**src/rtl/ring_node_pkg.sv**
```systemverilog
package ring_node_pkg;
  typedef enum logic [1:0] {
    RT_PASS = 2'd0,
    RT_OWN  = 2'd1,
    RT_KILL = 2'd2,
    RT_FULL = 2'd3
  } route_e;
endpackage

```
**src/rtl/ring_sym_fifo.sv**
```systemverilog
module ring_sym_fifo #(
  parameter int W     = 25,
  parameter int DEPTH = 8,
  localparam int AW   = (DEPTH > 1) ? $clog2(DEPTH) : 1,
  localparam int CW   = $clog2(DEPTH + 1)
) (
  input  logic          clk,
  input  logic          rst_n,
  input  logic          wr_en,
  input  logic [W-1:0]  wr_data,
  input  logic          rd_en,
  output logic [W-1:0]  rd_data,
  output logic [CW-1:0] count,
  output logic          empty,
  output logic          full
);
  logic [W-1:0]  mem [DEPTH];
  logic [AW-1:0] wp, rp;

  function automatic logic [AW-1:0] nxt(input logic [AW-1:0] p);
    return (int'(p) == DEPTH - 1) ? '0 : p + 1'b1;
  endfunction

  assign empty   = (count == '0);
  assign full    = (int'(count) == DEPTH);
  assign rd_data = mem[rp];

  always_ff @(posedge clk) begin
    if (wr_en && !full) mem[wp] <= wr_data;
  end

  always_ff @(posedge clk or negedge rst_n) begin
    if (!rst_n) begin
      wp    <= '0;
      rp    <= '0;
      count <= '0;
    end else begin
      if (wr_en && !full) wp <= nxt(wp);
      if (rd_en && !empty) rp <= nxt(rp);
      case ({wr_en && !full, rd_en && !empty})
        2'b10:   count <= count + 1'b1;
        2'b01:   count <= count - 1'b1;
        default: count <= count;
      endcase
    end
  end
endmodule

```
**src/rtl/ring_sat_cnt.sv**
```systemverilog
module ring_sat_cnt #(
  parameter int W = 16
) (
  input  logic         clk,
  input  logic         rst_n,
  input  logic         bump,
  output logic [W-1:0] value
);
  always_ff @(posedge clk or negedge rst_n) begin
    if (!rst_n)                 value <= '0;
    else if (bump && !(&value)) value <= value + 1'b1;
  end
endmodule

```
**src/rtl/ring_route_ctl.sv**
```systemverilog
module ring_route_ctl
  import ring_node_pkg::*;
#(
  parameter int SYM_W    = 24,
  parameter int NODE_W   = 16,
  parameter int RX_DEPTH = 16,
  parameter int MAX_PKT  = 4,
  localparam int RCW     = $clog2(RX_DEPTH + 1),
  localparam int FLAG    = NODE_W
) (
  input  logic              clk,
  input  logic              rst_n,
  input  logic [NODE_W-1:0] node_base,
  input  logic [NODE_W-1:0] node_mask,
  input  logic              scrub_en,
  input  logic              in_valid,
  output logic              in_ready,
  input  logic [SYM_W-1:0]  in_data,
  input  logic              in_last,
  input  logic              pass_full,
  input  logic              own_full,
  input  logic [RCW-1:0]    own_count,
  output logic              pass_wr,
  output logic              own_wr,
  output logic [SYM_W:0]    beat_out,
  output logic              pass_mid,
  output logic              kill_evt,
  output logic              full_evt
);
  logic   mid_q;
  route_e route_q, hdr_route, cur_route;
  logic   owned, flagged, room, fire;
  logic [SYM_W-1:0] sym;

  assign owned   = (((in_data[NODE_W-1:0] ^ node_base) & node_mask) == '0);
  assign flagged = in_data[FLAG];
  assign room    = (RX_DEPTH - int'(own_count)) >= MAX_PKT;

  always_comb begin
    if (owned)                    hdr_route = room ? RT_OWN : RT_FULL;
    else if (scrub_en && flagged) hdr_route = RT_KILL;
    else                          hdr_route = RT_PASS;
  end

  assign cur_route = mid_q ? route_q : hdr_route;

  always_comb begin
    case (cur_route)
      RT_PASS: in_ready = !pass_full;
      RT_OWN:  in_ready = !own_full;
      default: in_ready = 1'b1;
    endcase
  end

  assign fire = in_valid && in_ready;

  always_comb begin
    sym = in_data;
    if (!mid_q && scrub_en) sym[FLAG] = 1'b1;
  end

  assign beat_out = {in_last, (cur_route == RT_PASS) ? sym : in_data};
  assign pass_wr  = fire && (cur_route == RT_PASS);
  assign own_wr   = fire && (cur_route == RT_OWN);
  assign kill_evt = fire && !mid_q && (hdr_route == RT_KILL);
  assign full_evt = fire && !mid_q && (hdr_route == RT_FULL);
  assign pass_mid = mid_q && (route_q == RT_PASS);

  always_ff @(posedge clk or negedge rst_n) begin
    if (!rst_n) begin
      mid_q   <= 1'b0;
      route_q <= RT_PASS;
    end else if (fire) begin
      mid_q <= !in_last;
      if (!mid_q) route_q <= hdr_route;
    end
  end
endmodule

```
**src/rtl/ring_ins_arb.sv**
```systemverilog
module ring_ins_arb #(
  parameter int SYM_W = 24
) (
  input  logic             clk,
  input  logic             rst_n,
  input  logic             ins_valid,
  output logic             ins_ready,
  input  logic [SYM_W-1:0] ins_data,
  input  logic             ins_last,
  input  logic             pass_empty,
  input  logic             pass_mid,
  input  logic [SYM_W:0]   pass_beat,
  output logic             pass_rd,
  output logic             out_valid,
  input  logic             out_ready,
  output logic [SYM_W-1:0] out_data,
  output logic             out_last
);
  logic claim_q, grant;

  assign grant = claim_q || (ins_valid && pass_empty && !pass_mid);

  always_comb begin
    if (grant) begin
      out_valid = ins_valid;
      out_data  = ins_data;
      out_last  = ins_last;
    end else begin
      out_valid = !pass_empty;
      out_data  = pass_beat[SYM_W-1:0];
      out_last  = pass_beat[SYM_W];
    end
  end

  assign ins_ready = grant && out_ready;
  assign pass_rd   = !grant && !pass_empty && out_ready;

  always_ff @(posedge clk or negedge rst_n) begin
    if (!rst_n)                   claim_q <= 1'b0;
    else if (grant && ins_valid)  claim_q <= !(out_ready && ins_last);
  end
endmodule

```
**src/rtl/ring_node_bypass.sv**
```systemverilog
module ring_node_bypass #(
  parameter int SYM_W     = 24,
  parameter int NODE_W    = 16,
  parameter int BYP_DEPTH = 8,
  parameter int RX_DEPTH  = 16,
  parameter int MAX_PKT   = 4,
  parameter int CNT_W     = 16,
  localparam int RCW      = $clog2(RX_DEPTH + 1),
  localparam int BCW      = $clog2(BYP_DEPTH + 1)
) (
  input  logic              clk,
  input  logic              rst_n,
  input  logic [NODE_W-1:0] node_base,
  input  logic [NODE_W-1:0] node_mask,
  input  logic              scrub_en,
  input  logic              in_valid,
  output logic              in_ready,
  input  logic [SYM_W-1:0]  in_data,
  input  logic              in_last,
  input  logic              ins_valid,
  output logic              ins_ready,
  input  logic [SYM_W-1:0]  ins_data,
  input  logic              ins_last,
  output logic              out_valid,
  input  logic              out_ready,
  output logic [SYM_W-1:0]  out_data,
  output logic              out_last,
  output logic              rx_valid,
  input  logic              rx_ready,
  output logic [SYM_W-1:0]  rx_data,
  output logic              rx_last,
  output logic [CNT_W-1:0]  drop_mark_cnt,
  output logic [CNT_W-1:0]  drop_full_cnt
);
  logic           pass_wr, own_wr, pass_rd, pass_mid, kill_evt, full_evt;
  logic           pass_full, pass_empty, own_full, own_empty;
  logic [SYM_W:0] beat, pass_beat, own_beat;
  logic [RCW-1:0] own_count;
  logic [BCW-1:0] pass_count;

  ring_route_ctl #(
    .SYM_W(SYM_W), .NODE_W(NODE_W), .RX_DEPTH(RX_DEPTH), .MAX_PKT(MAX_PKT)
  ) u_route (
    .clk(clk), .rst_n(rst_n), .node_base(node_base), .node_mask(node_mask),
    .scrub_en(scrub_en), .in_valid(in_valid), .in_ready(in_ready),
    .in_data(in_data), .in_last(in_last), .pass_full(pass_full),
    .own_full(own_full), .own_count(own_count), .pass_wr(pass_wr),
    .own_wr(own_wr), .beat_out(beat), .pass_mid(pass_mid),
    .kill_evt(kill_evt), .full_evt(full_evt)
  );

  ring_sym_fifo #(.W(SYM_W + 1), .DEPTH(BYP_DEPTH)) u_pass_fifo (
    .clk(clk), .rst_n(rst_n), .wr_en(pass_wr), .wr_data(beat),
    .rd_en(pass_rd), .rd_data(pass_beat), .count(pass_count),
    .empty(pass_empty), .full(pass_full)
  );

  ring_sym_fifo #(.W(SYM_W + 1), .DEPTH(RX_DEPTH)) u_own_fifo (
    .clk(clk), .rst_n(rst_n), .wr_en(own_wr), .wr_data(beat),
    .rd_en(rx_valid && rx_ready), .rd_data(own_beat), .count(own_count),
    .empty(own_empty), .full(own_full)
  );

  assign rx_valid = !own_empty;
  assign rx_data  = own_beat[SYM_W-1:0];
  assign rx_last  = own_beat[SYM_W];

  ring_ins_arb #(.SYM_W(SYM_W)) u_arb (
    .clk(clk), .rst_n(rst_n), .ins_valid(ins_valid), .ins_ready(ins_ready),
    .ins_data(ins_data), .ins_last(ins_last), .pass_empty(pass_empty),
    .pass_mid(pass_mid), .pass_beat(pass_beat), .pass_rd(pass_rd),
    .out_valid(out_valid), .out_ready(out_ready), .out_data(out_data),
    .out_last(out_last)
  );

  ring_sat_cnt #(.W(CNT_W)) u_kill_cnt (
    .clk(clk), .rst_n(rst_n), .bump(kill_evt), .value(drop_mark_cnt)
  );

  ring_sat_cnt #(.W(CNT_W)) u_full_cnt (
    .clk(clk), .rst_n(rst_n), .bump(full_evt), .value(drop_full_cnt)
  );
endmodule

```
**config.mk**
```make
export PLATFORM = sky130hd
export DESIGN_NAME = ring_node_bypass
export DESIGN_NICKNAME = d
export VERILOG_FILES = /design/src/rtl/ring_node_pkg.sv /design/src/rtl/ring_sym_fifo.sv /design/src/rtl/ring_sat_cnt.sv /design/src/rtl/ring_route_ctl.sv /design/src/rtl/ring_ins_arb.sv /design/src/rtl/ring_node_bypass.sv
export SDC_FILE = /design/constraint.sdc
export NUM_CORES = 1
export LEC_CHECK = 0
export ABC_AREA = 1
export BUFFER_PORTS_ARGS = -buffer_cell sky130_fd_sc_hd__buf_2
export CELL_PAD_IN_SITES_DETAIL_PLACEMENT = 0
export CELL_PAD_IN_SITES_GLOBAL_PLACEMENT = 2
export CORE_ASPECT_RATIO = 0.8
export CORE_MARGIN = 3
export CORE_UTILIZATION = 41
export CTS_CLUSTER_DIAMETER = 120
export DETAILED_ROUTE_END_ITERATION = 8
export PLACE_DENSITY = 0.85
export SLEW_MARGIN = 15
export SYNTH_ARGS = -nofsm -noshare
export SYNTH_HDL_FRONTEND = slang
export SYNTH_SLANG_ARGS = --single-unit
```
**constraint.sdc**
```tcl
create_clock -name clk -period 7.9 [get_ports clk]
set_clock_uncertainty 0.05 [all_clocks]
set_input_delay 0.79 -clock clk [delete_from_list [all_inputs] [get_ports clk]]
set_output_delay 0.79 -clock clk [all_outputs]
set_load 0.03 [all_outputs]
```
==> summary.txt <==
Die
  • Die area: 0.0700 mm^2
  • Die H: 237 um
  • Die W: 295 um
  • Initial Util: 0.415
  • Row count: 84
  • Core area: 0.0660 mm^2
  • Io pins: 175

Detailed routing
  • Drt drc: 0
  • DR iter-0 viols: 1625
  • Iteration count of the initial detailed-routing pass: 5
  • Metal3 WL: 4890 um
  • Avg WL per Cell: 22.0 um
  • Final ANT Viol Nets: 0
  • Post-DR vias/cell: 5.56
  • Wl on met1: 32400 um
  • Met2 wire len: 34500 um
  • DR vias: 18612
  • Highest routed layer: met5
  • Drt total wl: 73700 um

GRT
  • Gr usage total: 0.209
  • Vias in the first global route: 17781
  • Grt ovf: 0
  • First-pass GRT wire length: 111000 um
  • Initial antenna violation count: 16
  • Pin count of the biggest net entering global routing: 91

Clock network
  • Setup bufs post-CTS: 0
  • Clk_lat worst skew: 0.60 ns
  • H-tree depth: 3
  • CTS max path bufs: 3
  • Sink Count: 659
  • Clk slew on worst S/H paths: 0.06 ns
  • CTS resizes: 0
  • Hold Buf Count CTS: 0
  • CTS tree: yes
  • Root buf cell: clkbuf_16
  • TritonCTS buffer count: 68

STA
  • WHS: 0.305 ns
  • Final hold vios: 0
  • Tmin final: 4.74 ns
  • Final Cycle Share: 0.600
  • Setup violators final: 0
  • Max Slew Vio Count: 0
  • RSZ-0062 raised after global routing: false
  • Measured slew at the worst slew-check pin: 1.14 ns
  • Setup TNS: 0 ns
  • Slew HR: 0.241
  • Fmax: 211 MHz

Worst setup path
  • Critical Path Fanout Max: 52
  • Worst endpoint data arrival time: 3.90 ns
  • Worst path required time: 7.06 ns
  • Crit path capture type: primary output
  • R2R Setup Slk: 3.84 ns
  • CP Cell Sequence: buf_4, clkinv_1, buf_4, nand3_1, nand3_1, a31oi_1, buf_2
  • CP peak stage delay: 0.93 ns
  • Slowest cell on crit path: clkinv_1
  • Type of origin of the critical path: flip-flop
  • Crit Path Class: reg -> out

Finish
  • Nets@finish: 2540
  • # fillers: 5791
  • Final core occ: 0.478
  • Fraction of final layout cells with drive strength greater than 1: 0.149
  • Layout area overhead: 15.1%

Yosys
  • Post-synth cell types: 40
  • Syn_nets: 2389
  • Synth Cell Area: 0.0274 mm^2
  • Cell count after synthesis: 2279
  • Seq cells post-synth: 659
  • Register area share after synthesis: 0.711
  • Yosys Warn Count: 0
  • Mapped Avg Cell Area: 12.0 um^2

Place
  • Number of port buffers: 174
  • GP Congestion: 0.834
  • Final HPWL DP: 42600 um

Pwr
  • PD cells: 359 mW/mm^2
  • VDD IR max: 199 uV
  • Leak: 11.3 nW

Worst hold path
  • Hold Path Class: in -> async

Run
  • Max Cap Viol: 0

Status
  • Status: finished, final reports clean
==> cells by family (layout without fill, tap and decap cells) <==
kind of cell | Yosys count | in the layout | synth area share
AND/OR/NAND/NOR | 966 | 966 | 0.151
XOR/XNOR | 36 | 36 | 0.0115
adder cells (fa/ha/maj) | 21 | 21 | 0.00986
other | 0 | 8 | 0
buffers and inverters | 204 | 406 | 0.0293
flip-flops | 659 | 659 | 0.711
AO/OA/AOI/OAI | 393 | 393 | 0.0873
==> worst paths after layout <==
check,endpoint,start,depth (start not counted)
worst max-delay path,out_data[3],u_pass_fifo.rp[1],7
worst min-delay path,u_full_cnt.value[6],rst_n,2
worst max register to register,u_own_fifo.count[4],u_own_fifo.count[0],25
worst min register to register,u_route.route_q[1],u_route.route_q[1],2
max in group asynchronous,u_own_fifo.rp[0],rst_n,2
min in group clk,u_arb.claim_q,ins_valid,2
==> cells in the final DEF, fill, tap and decap left out, types with 40 or more instances in the layout <==
| cell | instances |
|---|---|
| buf_2 | 174 |
| buf_4 | 45 |
| clkbuf_16 | 71 |
| dfrtp_1 | 55 |
| edfxtp_1 | 600 |
| inv_1 | 54 |
| nand2_1 | 399 |
| nand3_1 | 189 |
| nand4_1 | 40 |
| nor2_1 | 278 |
| o21ai_0 | 207 |
| o221ai_1 | 68 |
==> layer usage <==
| layer | GRT usage | up-vias |
|---|---|---|
| met3 | 0.0449 | 137 |
| li1 | - | 8630 |
| met2 | 0.329 | 581 |
| met5 | 0 | - |
| met4 | 0.0587 | 16 |
| met1 | 0.296 | 9248 |
==> layout make-up <==
cell class	count	area [um^2]	area share
inverter	66	251	0.00797
timing repair buffer	219	1210	0.0383
antenna	8	20.0	0.000635
clock inverter	36	403	0.0128
sequential	659	19500	0.618
multi-input combinational	1416	7250	0.230
tap	860	1080	0.0341
clock buffer	85	1840	0.0583
==> critical path, delay by kind of cell (launching register included) <==
kind                   cells  cell delay, ns
buffers and inverters      4            2.33
AO/OA/AOI/OAI              1            0.33
flip-flops                 1            0.32
AND/OR/NAND/NOR            2            0.23
==> where the power goes <==
part,total (W),leakage (nW),internal [W],switching [W]
clock network,0.00323,1.10,0.00192,0.00131
registers,0.00421,6.17,0.00401,0.000203
logic,0.00390,3.99,0.00104,0.00285
total,0.0113,11.3,0.00697,0.00437
==> cell usage after synthesis (all sizes together) <==
cell type    n  area, um^2
o41ai        1        8.76
dfrtp       59        1480
xnor2       18         158
o21ai      221        1110
a31oi       25         156
fa           1        20.0
nor2       283        1090
nand3      195        1010
nor3        32         160
xor2        18         158
nor4         8        50.1
nand2      403        1530
ha          20         250
o221ai      68         596
clkinv       5        18.8
buf         12        82.6
o21bai       1        7.51
a31o         1        8.76
nand4       42         293
edfxtp     600       18000
a21oi        9        45.0
clkbuf     126         473
or2          3        18.8
a211oi       1        7.51
inv         61         229
o211ai      33         248
o22ai       33         206
==> state kept, by name, summed over array words and instances, names as in the netlist <==
register,cells
u_pass_fifo.count,4
u_own_fifo.mem,400
u_route.route_q,2
u_own_fifo.count,5
u_pass_fifo.wp,3
u_full_cnt.value,16
u_pass_fifo.rp,3
u_route.mid_q,1
u_arb.claim_q,1
u_own_fifo.wp,4
u_own_fifo.rp,4
u_pass_fifo.mem,200
u_kill_cnt.value,16
==> metrics by stage <==
stage,instances,instance area (um^2),total power (W),worst slack [ns]
floorplan,2279,27400,0.00685,3.59
global placement,3220,29300,0.00818,3.24
detailed placement,3220,29300,0.00822,3.20
CTS,3341,31500,0.0115,3.10
global route,3344,31500,0.0120,2.88
finish,3349,31600,0.0113,3.16
Power figures use the tool's default switching activity.
